<file path="config.mk">
export PLATFORM = sky130hd
export DESIGN_NAME = pulse_gen_top
export DESIGN_NICKNAME = d
export VERILOG_FILES = /design/src/rtl/pgen_pkg.sv /design/src/rtl/pgen_counter.sv /design/src/rtl/pgen_shadow.sv /design/src/rtl/pgen_compare.sv /design/src/rtl/pulse_gen_top.sv
export SDC_FILE = /design/constraint.sdc
export NUM_CORES = 1
export LEC_CHECK = 0
export BUFFER_PORTS_ARGS = -buffer_cell sky130_fd_sc_hd__buf_4
export CAP_MARGIN = 20
export CORE_MARGIN = 3
export CORE_UTILIZATION = 50
export CTS_CLUSTER_SIZE = 20
export DETAILED_ROUTE_END_ITERATION = 10
export PLACE_DENSITY = 0.74
export RECOVER_POWER = 25
export SLEW_MARGIN = 20
export SYNTH_ARGS = -nofsm -noshare
export SYNTH_HDL_FRONTEND = slang
export SYNTH_SLANG_ARGS = --single-unit
export TNS_END_PERCENT = 20
</file>
<file path="constraint.sdc">
create_clock -name clk -period 8.1 [get_ports clk]
set_input_delay 0.81 -clock clk [delete_from_list [all_inputs] [get_ports clk]]
set_output_delay 0.81 -clock clk [all_outputs]
set_load 0.03 [all_outputs]
</file>
<file path="src/rtl/pgen_pkg.sv">
package pgen_pkg;

   // upper bound on counter width so that limit arithmetic fits in 64 bits
   localparam int PG_MAX_CNT_W = 30;

   // what the period counter does on a given edge
   typedef enum logic [1:0] {
      CNT_HOLD = 2'd0,
      CNT_STEP = 2'd1,
      CNT_WRAP = 2'd2
   } cnt_act_e;

endpackage

</file>
<file path="src/rtl/pgen_counter.sv">
module pgen_counter
   import pgen_pkg::*;
#(
   parameter int CNT_W = 10
) (
   input  logic             clk,
   input  logic             rst,
   input  logic             en,
   input  logic [CNT_W-1:0] period,
   output logic [CNT_W-1:0] cnt,
   output logic             boundary
);

   localparam int EXT_W = CNT_W + 1;

   logic [EXT_W-1:0] next_ext;
   logic             at_end;
   cnt_act_e         act;

   always_comb begin
      next_ext = {1'b0, cnt} + EXT_W'(1);
      // period 0 and 1 both end the interval every cycle
      at_end   = (next_ext >= {1'b0, period});
      if (!en)         act = CNT_HOLD;
      else if (at_end) act = CNT_WRAP;
      else             act = CNT_STEP;
      boundary = (act == CNT_WRAP);
   end

   always_ff @(posedge clk) begin
      if (rst) begin
         cnt <= '0;
      end else begin
         case (act)
            CNT_STEP: cnt <= next_ext[CNT_W-1:0];
            CNT_WRAP: cnt <= '0;
            default:  cnt <= cnt;
         endcase
      end
   end

   // count never reaches the active period (zero is always legal)
   p_cnt_in_range_r1: assert property (@(posedge clk) disable iff (rst)
      (cnt < period) || (cnt == '0));

   // a boundary edge leaves the counter at zero
   p_wrap_to_zero_r1: assert property (@(posedge clk) disable iff (rst)
      boundary |=> (cnt == '0));

   // disabled cycles freeze the count
   p_hold_when_off_r8: assert property (@(posedge clk) disable iff (rst)
      !en |=> $stable(cnt));

endmodule

</file>
<file path="src/rtl/pgen_shadow.sv">
module pgen_shadow #(
   parameter int CNT_W      = 10,
   parameter int DEF_PERIOD = 100,
   parameter int DEF_WIDTH  = 10
) (
   input  logic             clk,
   input  logic             rst,
   input  logic             ld_period,
   input  logic             ld_width,
   input  logic [CNT_W-1:0] ld_value,
   input  logic             commit,
   output logic [CNT_W-1:0] act_period,
   output logic [CNT_W-1:0] act_width
);

   localparam logic [CNT_W-1:0] RST_PERIOD = CNT_W'(DEF_PERIOD);
   localparam logic [CNT_W-1:0] RST_WIDTH  = CNT_W'(DEF_WIDTH);

   logic [CNT_W-1:0] sh_period;
   logic [CNT_W-1:0] sh_width;

   always_ff @(posedge clk) begin
      if (rst) begin
         sh_period  <= RST_PERIOD;
         sh_width   <= RST_WIDTH;
         act_period <= RST_PERIOD;
         act_width  <= RST_WIDTH;
      end else begin
         if (ld_period) sh_period <= ld_value;
         if (ld_width)  sh_width  <= ld_value;
         // the working copy takes the holding value present before this edge
         if (commit) begin
            act_period <= sh_period;
            act_width  <= sh_width;
         end
      end
   end

   // a strobe captures the value bus
   p_capture_period_r3: assert property (@(posedge clk) disable iff (rst)
      ld_period |=> (sh_period == $past(ld_value)));

   p_capture_width_r3: assert property (@(posedge clk) disable iff (rst)
      ld_width |=> (sh_width == $past(ld_value)));

   // working settings stay put away from a boundary
   p_stable_mid_interval_r4: assert property (@(posedge clk) disable iff (rst)
      !commit |=> ($stable(act_period) && $stable(act_width)));

   // a boundary takes the older holding value, not the bus
   p_commit_prior_value_r9: assert property (@(posedge clk) disable iff (rst)
      commit |=> (act_period == $past(sh_period)) && (act_width == $past(sh_width)));

endmodule

</file>
<file path="src/rtl/pgen_compare.sv">
module pgen_compare #(
   parameter int CNT_W = 10
) (
   input  logic             clk,
   input  logic             rst,
   input  logic             en,
   input  logic [CNT_W-1:0] cnt,
   input  logic [CNT_W-1:0] width,
   output logic             pulse_out
);

   logic below;

   always_comb below = (cnt < width);

   always_ff @(posedge clk) begin
      if (rst) pulse_out <= 1'b0;
      else     pulse_out <= en & below;
   end

   // a zero width never produces a high cycle
   p_zero_width_low_r5: assert property (@(posedge clk) disable iff (rst)
      (width == '0) |=> !pulse_out);

   // output low after any disabled edge
   p_off_low_r8: assert property (@(posedge clk) disable iff (rst)
      !en |=> !pulse_out);

endmodule

</file>
<file path="src/rtl/pulse_gen_top.sv">
module pulse_gen_top
   import pgen_pkg::*;
#(
   parameter int CNT_W      = 10,
   parameter int DEF_PERIOD = 100,
   parameter int DEF_WIDTH  = 10
) (
   input  logic             clk,
   input  logic             rst,
   input  logic             en,
   input  logic             ld_period,
   input  logic             ld_width,
   input  logic [CNT_W-1:0] ld_value,
   output logic             pulse_out
);

   localparam longint CNT_LIM = 64'd1 << CNT_W;

   // elaboration-time parameter checks
   if (CNT_W < 2 || CNT_W > PG_MAX_CNT_W) begin : g_bad_width
      $error("pulse_gen_top: CNT_W out of range");
   end
   if (DEF_PERIOD < 0 || longint'(DEF_PERIOD) >= CNT_LIM) begin : g_bad_def_period
      $error("pulse_gen_top: DEF_PERIOD does not fit CNT_W");
   end
   if (DEF_WIDTH < 0 || longint'(DEF_WIDTH) >= CNT_LIM) begin : g_bad_def_width
      $error("pulse_gen_top: DEF_WIDTH does not fit CNT_W");
   end

   logic [CNT_W-1:0] act_period;
   logic [CNT_W-1:0] act_width;
   logic [CNT_W-1:0] cnt;
   logic             boundary;

   pgen_shadow #(
      .CNT_W      (CNT_W),
      .DEF_PERIOD (DEF_PERIOD),
      .DEF_WIDTH  (DEF_WIDTH)
   ) u_shadow (
      .clk        (clk),
      .rst        (rst),
      .ld_period  (ld_period),
      .ld_width   (ld_width),
      .ld_value   (ld_value),
      .commit     (boundary),
      .act_period (act_period),
      .act_width  (act_width)
   );

   pgen_counter #(
      .CNT_W    (CNT_W)
   ) u_counter (
      .clk      (clk),
      .rst      (rst),
      .en       (en),
      .period   (act_period),
      .cnt      (cnt),
      .boundary (boundary)
   );

   pgen_compare #(
      .CNT_W     (CNT_W)
   ) u_compare (
      .clk       (clk),
      .rst       (rst),
      .en        (en),
      .cnt       (cnt),
      .width     (act_width),
      .pulse_out (pulse_out)
   );

   // a nonzero width covering the whole period keeps the output high
   p_full_width_high_r6: assert property (@(posedge clk) disable iff (rst)
      (en && (act_width >= act_period) && (act_width != '0)) |=> pulse_out);

   // the cycle after reset shows a low output and a zero count
   p_reset_state_r7: assert property (@(posedge clk)
      rst |=> (!pulse_out && (cnt == '0)));

endmodule

</file>
# After elaboration in Yosys (flattened, before gate mapping)

Index checks and enable logic that the tools add are counted.
Widths: inputs -> output; s select.

Word-level logic and storage cells: 16
Output and inout port bits: 1
Bits of input ports: 15
Register bits after elaboration: 51

Bitwise gates (word level): 1
Order comparisons: 2
Reduce and logical (&&, ||, !) cells: 1
Eq/ne operators: 2
Add/sub/neg operators: 1
Mux-type cells: 3

Operators by type and width:

| cell                  | count |
|---|---|
| $pmux 10 s2           | 1 |
| $add 10x1->11 const B | 1 |
| $ge 11x10->1          | 1 |
| $lt 10x10->1          | 1 |
| $mux 2                | 2 |
| $eq 2x1->1 const B    | 1 |
| $eq 2x2->1 const B    | 1 |
| $reduce_bool 2->1     | 1 |
| $and 1x1->1           | 1 |

# Logic depth before layout (Yosys ltp)

Word-level depth: 6
Depth in mapped cells: 12
Mapped depth without buffers: 10

# By module

Synthesis repeated with hierarchy kept, for this count alone.

Cell total of the unflattened synthesis: 265
Area total of the unflattened synthesis: 2,533.7 µm²

Modules (own cells, without submodules):

| module       | area an instance (µm²) | cells an instance | seq. area each (µm²) | times used |
|---|---|---|---|---|
| pgen_shadow  | 1,437.6                | 129               | 800.8                | 1 |
| pgen_counter | 833.3                  | 104               | 200.2                | 1 |
| pgen_compare | 262.8                  | 32                | 20.0                 | 1 |

# Worst setup path before layout

Ideal clock, no wire load.

Kind: register to register
Start point: register u_counter.cnt[2]
End point: register u_shadow.act_period[0]
Clock period less this slack: 2,596 ps
Cell stages (with the launch flop): 12
Data required time: 8,028 ps
Setup slack: 5,504 ps
Path buffers: 1
Arrival time: 2,524 ps
Setup time: 72 ps
Path through: dfxtp_1 -> nand3_2 -> nor3_2 -> nand2_1 -> xnor2_1 -> ha_1 -> nand3_1 -> nor3_2 -> nor3_4 -> a21oi_2 -> buf_6 -> mux2i_1

Longest elaborated chain between the ends: 5

RTL lines:

| item                   | RTL line           | RTL |
|---|---|---|
| start, declared        | pgen_counter.sv:10 | `output logic [CNT_W-1:0] cnt,` |
| start signal, assigned | pgen_counter.sv:35 | `CNT_STEP: cnt <= next_ext[CNT_W-1:0];` |
| start signal, assigned | pgen_counter.sv:37 | `default: cnt <= cnt;` |
| $add 10x1->11          | pgen_counter.sv:21 | `next_ext = {1'b0, cnt} + EXT_W'(1);` |
| $ge 11x10->1           | pgen_counter.sv:23 | `at_end = (next_ext >= {1'b0, period});` |
| $mux 2                 | pgen_counter.sv:25 | `else if (at_end) act = CNT_WRAP;` |
| $mux 2                 | pgen_counter.sv:24 | `if (!en) act = CNT_HOLD;` |
| $eq 2x2->1             | pgen_counter.sv:27 | `boundary = (act == CNT_WRAP);` |
| end signal, assigned   | pgen_shadow.sv:33  | `act_period <= sh_period;` |
| end, declared          | pgen_shadow.sv:12  | `output logic [CNT_W-1:0] act_period,` |

Every way passes these cells.
A chain may end at the register's enable or synchronous reset.

# Final worst setup path

Same ends and word-level chain as after synthesis.

==> flow_metrics.env <==
export IMPL_outcome="finished, violations left"
export IMPL_violations="capacitance limit, slew limit"
export IMPL_synth_most_common_cell="dfxtp_1"
export IMPL_finalHoldViolations=0
export IMPL_vias=1990
export IMPL_arrival_ns=3.44
export IMPL_timing_worst_slew_pin_value_ns=2.54
export IMPL_port_buffer_count=15
export IMPL_crit_chain="nand3_2, nor3_2, nand2_1, xnor2_1, ha_1, nand3_1, nor3_2, nor3_4, a21oi_2, buf_4, mux2i_1"
export IMPL_synth_common_cells="dfxtp_1, mux2i_1, nor2_1, nand2b_1"
export IMPL_core_area_um2=5200
export IMPL_clock_sink_count=51
export IMPL_synth_top_area_frac=0.371
export IMPL_die_area_um2=6430
export IMPL_routed_wl_mm=4.95
export IMPL_placedCellCount=370
export IMPL_worstPathRequired_ns=8.34
export IMPL_drive_above_1_share=0.107
export IMPL_dr_pass1_iters=4
export IMPL_power_density_nw_per_um2=152
export IMPL_skew_ns=0.00561
export IMPL_cts_buffers=5
export IMPL_synthArstFlopShare=0
export IMPL_place_ws_ns=4.96
export IMPL_synthesis_nets=335
export IMPL_seq_area_um2=1020
export IMPL_clk_pin_slew_ns=0.10
export IMPL_synth_area_leaders="dfxtp_1, mux2i_1, ha_1"
export IMPL_post_route_min_period_ns=3.20
export IMPL_vdd_drop_max_uv=88.6
export IMPL_worstSetupPathType="flop to flop"
export IMPL_avgSynthCellArea_um2=9.17
export IMPL_antenna_found_initial=0
export IMPL_slew_headroom=-0.691
export IMPL_synthesis_area_um2=2750
export IMPL_yosysWarnings=0
export IMPL_timing_critical_path_from="u_counter.cnt[2]"
export IMPL_nFillCells=499
export IMPL_path_delay_family="simple AND/OR/NAND/NOR gates"
export IMPL_clockBufferDepth=2
export IMPL_cts_hold_buf=0
export IMPL_rsz0062_at_grt="false"
export IMPL_max_freq_mhz=312
export IMPL_crit_fanout=20
export IMPL_crit_path_end_kind="flop"
export IMPL_root_buffer="clkbuf_8"
export IMPL_chipWidth_um=80.2
export IMPL_overflow=0
export IMPL_multi_input_area_um2=1570
export IMPL_initial_utilization=0.528
export IMPL_drt_iter0_drc=78
export IMPL_syn2layout_area_growth_pct=7.69
export IMPL_cap_violations=1
export IMPL_p_leak_nw=1.20
export IMPL_final_antenna_net_count=0
export IMPL_cts_setup_buffers=0
export IMPL_drc=0
export IMPL_synth_edf_count=0
export IMPL_viasPerCell=5.26
export IMPL_synthCells=300
export IMPL_post_cts_resized=0
export IMPL_dp_hpwl_mm=3.49
export IMPL_timing_final_crit_share=0.396
export IMPL_fin_total_pwr_mw=0.451
export IMPL_cts_tree="yes"
export IMPL_critical_path_buf_inv_count=1
export IMPL_dieHeight_um=80.2
export IMPL_track_usage=0.169
export IMPL_reg2reg_from="u_counter.cnt[2]"
export IMPL_layout_setup_ws_ns=4.90
export IMPL_hp_start="u_shadow.sh_width[7]"
export IMPL_core_rowCount=26
export IMPL_synth_cell_type_count=42
export IMPL_ys_flop_type="dfxtp_1"
export IMPL_boundaryPins=16
export IMPL_htreeDepth=2
export IMPL_synth_top_cell_by_area="dfxtp_1"
export IMPL_n_antenna_cell=0
export IMPL_cp_slowest_cell="dfxtp_1"
export IMPL_crit_top_cell="nor3_2"
export IMPL_place_congestion=0.830
export IMPL_setup_worst_path_start_class="flop"
export IMPL_report_final_slew_viol_count=72
export IMPL_grt_max_degree=72
export IMPL_avgRoutedWirePerCell_um=13.1
export IMPL_final_cell_count_no_fill=378
export IMPL_grt_pass1_vias=1903
export IMPL_worstSkewPairLatency_ns=0.31
export IMPL_setup_violations=0
export IMPL_final_nets=342
export IMPL_tns_ns=0
export IMPL_crit_path_max_incr_delay_ns=0.52
export IMPL_yosysSeqAreaShare=0.371
export IMPL_grt_pass1_wl_mm=8.70
export IMPL_ys_ff_latch=51
export IMPL_hold_class="flop to flop"
## worst register-to-register path, stage by stage (launching register included)
cell,delay (ns)
dfxtp_1,0.52
nand3_2,0.22
nor3_2,0.42
nand2_1,0.13
xnor2_1,0.15
ha_1,0.30
nand3_1,0.12
nor3_2,0.43
nor3_4,0.11
a21oi_2,0.15
buf_4,0.34
mux2i_1,0.23
## power breakdown
part	internal (mW)	leakage [nW]	switching, mW	total [mW]
clock network	0.0627	0.0489	0.0889	0.152
logic	0.0185	0.735	0.0181	0.0366
registers	0.258	0.416	0.00459	0.263
total	0.339	1.20	0.112	0.451
## metrics by stage
| stage | instance area, um^2 | utilization | hold WS [ns] |
|---|---|---|---|
| final | 2960 | 0.569 | 0.478 |
| after floorplan | 2750 | - | 0.449 |
| after global routing | 2960 | 0.569 | 0.499 |
| after detailed placement | 2870 | 0.552 | 0.462 |
| after global placement | 2870 | 0.552 | 0.459 |
| after CTS | 2970 | 0.570 | 0.481 |
## placed cells by master (no fill, tap or decap), types with 3 or more instances in the layout
cell type,instances
a211o_1,6
a21o_1,4
a21oi_1,8
a31oi_1,6
buf_4,15
clkbuf_8,5
dfxtp_1,51
ha_1,20
inv_1,20
mux2i_1,35
nand2_1,12
nand2b_1,31
nand3_1,9
nand4_1,5
nand4b_1,3
nor2_1,33
nor2b_1,7
xnor2_1,5
xor2_1,3
## layer usage
layer / GRT usage / vias up / share of wire
met5: 0 / - / 0
met4: 0.0659 / 0 / 0.0091
met3: 0.0392 / 5 / 0.026
met2: 0.252 / 24 / 0.43
met1: 0.236 / 923 / 0.53
li1: - / 1038 / -
## path summary, 6_finish.rpt
check                           slack (ns)  depth (start not counted)                      to
worst max-delay path                  4.90                         11  u_shadow.act_period[0]
worst min-delay path                  0.48                          2   u_shadow.act_width[7]
worst max register to register        4.90                         11  u_shadow.act_period[0]
worst min register to register        0.48                          2   u_shadow.act_width[7]
## cell type report
class                           count  area share
Multi-Input combinational cell    212       0.529
Sequential cell                    51       0.345
Timing Repair Buffer               16      0.0393
Tap cell                           70      0.0296
Inverter                           21      0.0266
Clock buffer                        5      0.0232
Clock inverter                      3     0.00760
## kinds of logic after synthesis
logic type | count (synthesis) | synth area share
xor gates and xnor gates | 8 | 0.0255
AOI/OAI and AO/OA | 34 | 0.0869
buffers and inverters | 37 | 0.0591
DFF | 51 | 0.371
and+or+nand+nor | 115 | 0.239
adders and majority gates | 20 | 0.0910
muxes | 35 | 0.127
## registers in the layout, summed over array words and instances (netlist names)
register	flops
u_shadow.act_width	10
u_shadow.sh_period	10
u_counter.cnt	10
u_shadow.act_period	10
u_compare.pulse_out	1
u_shadow.sh_width	10
No activity file was read; power rests on OpenSTA's default activity.
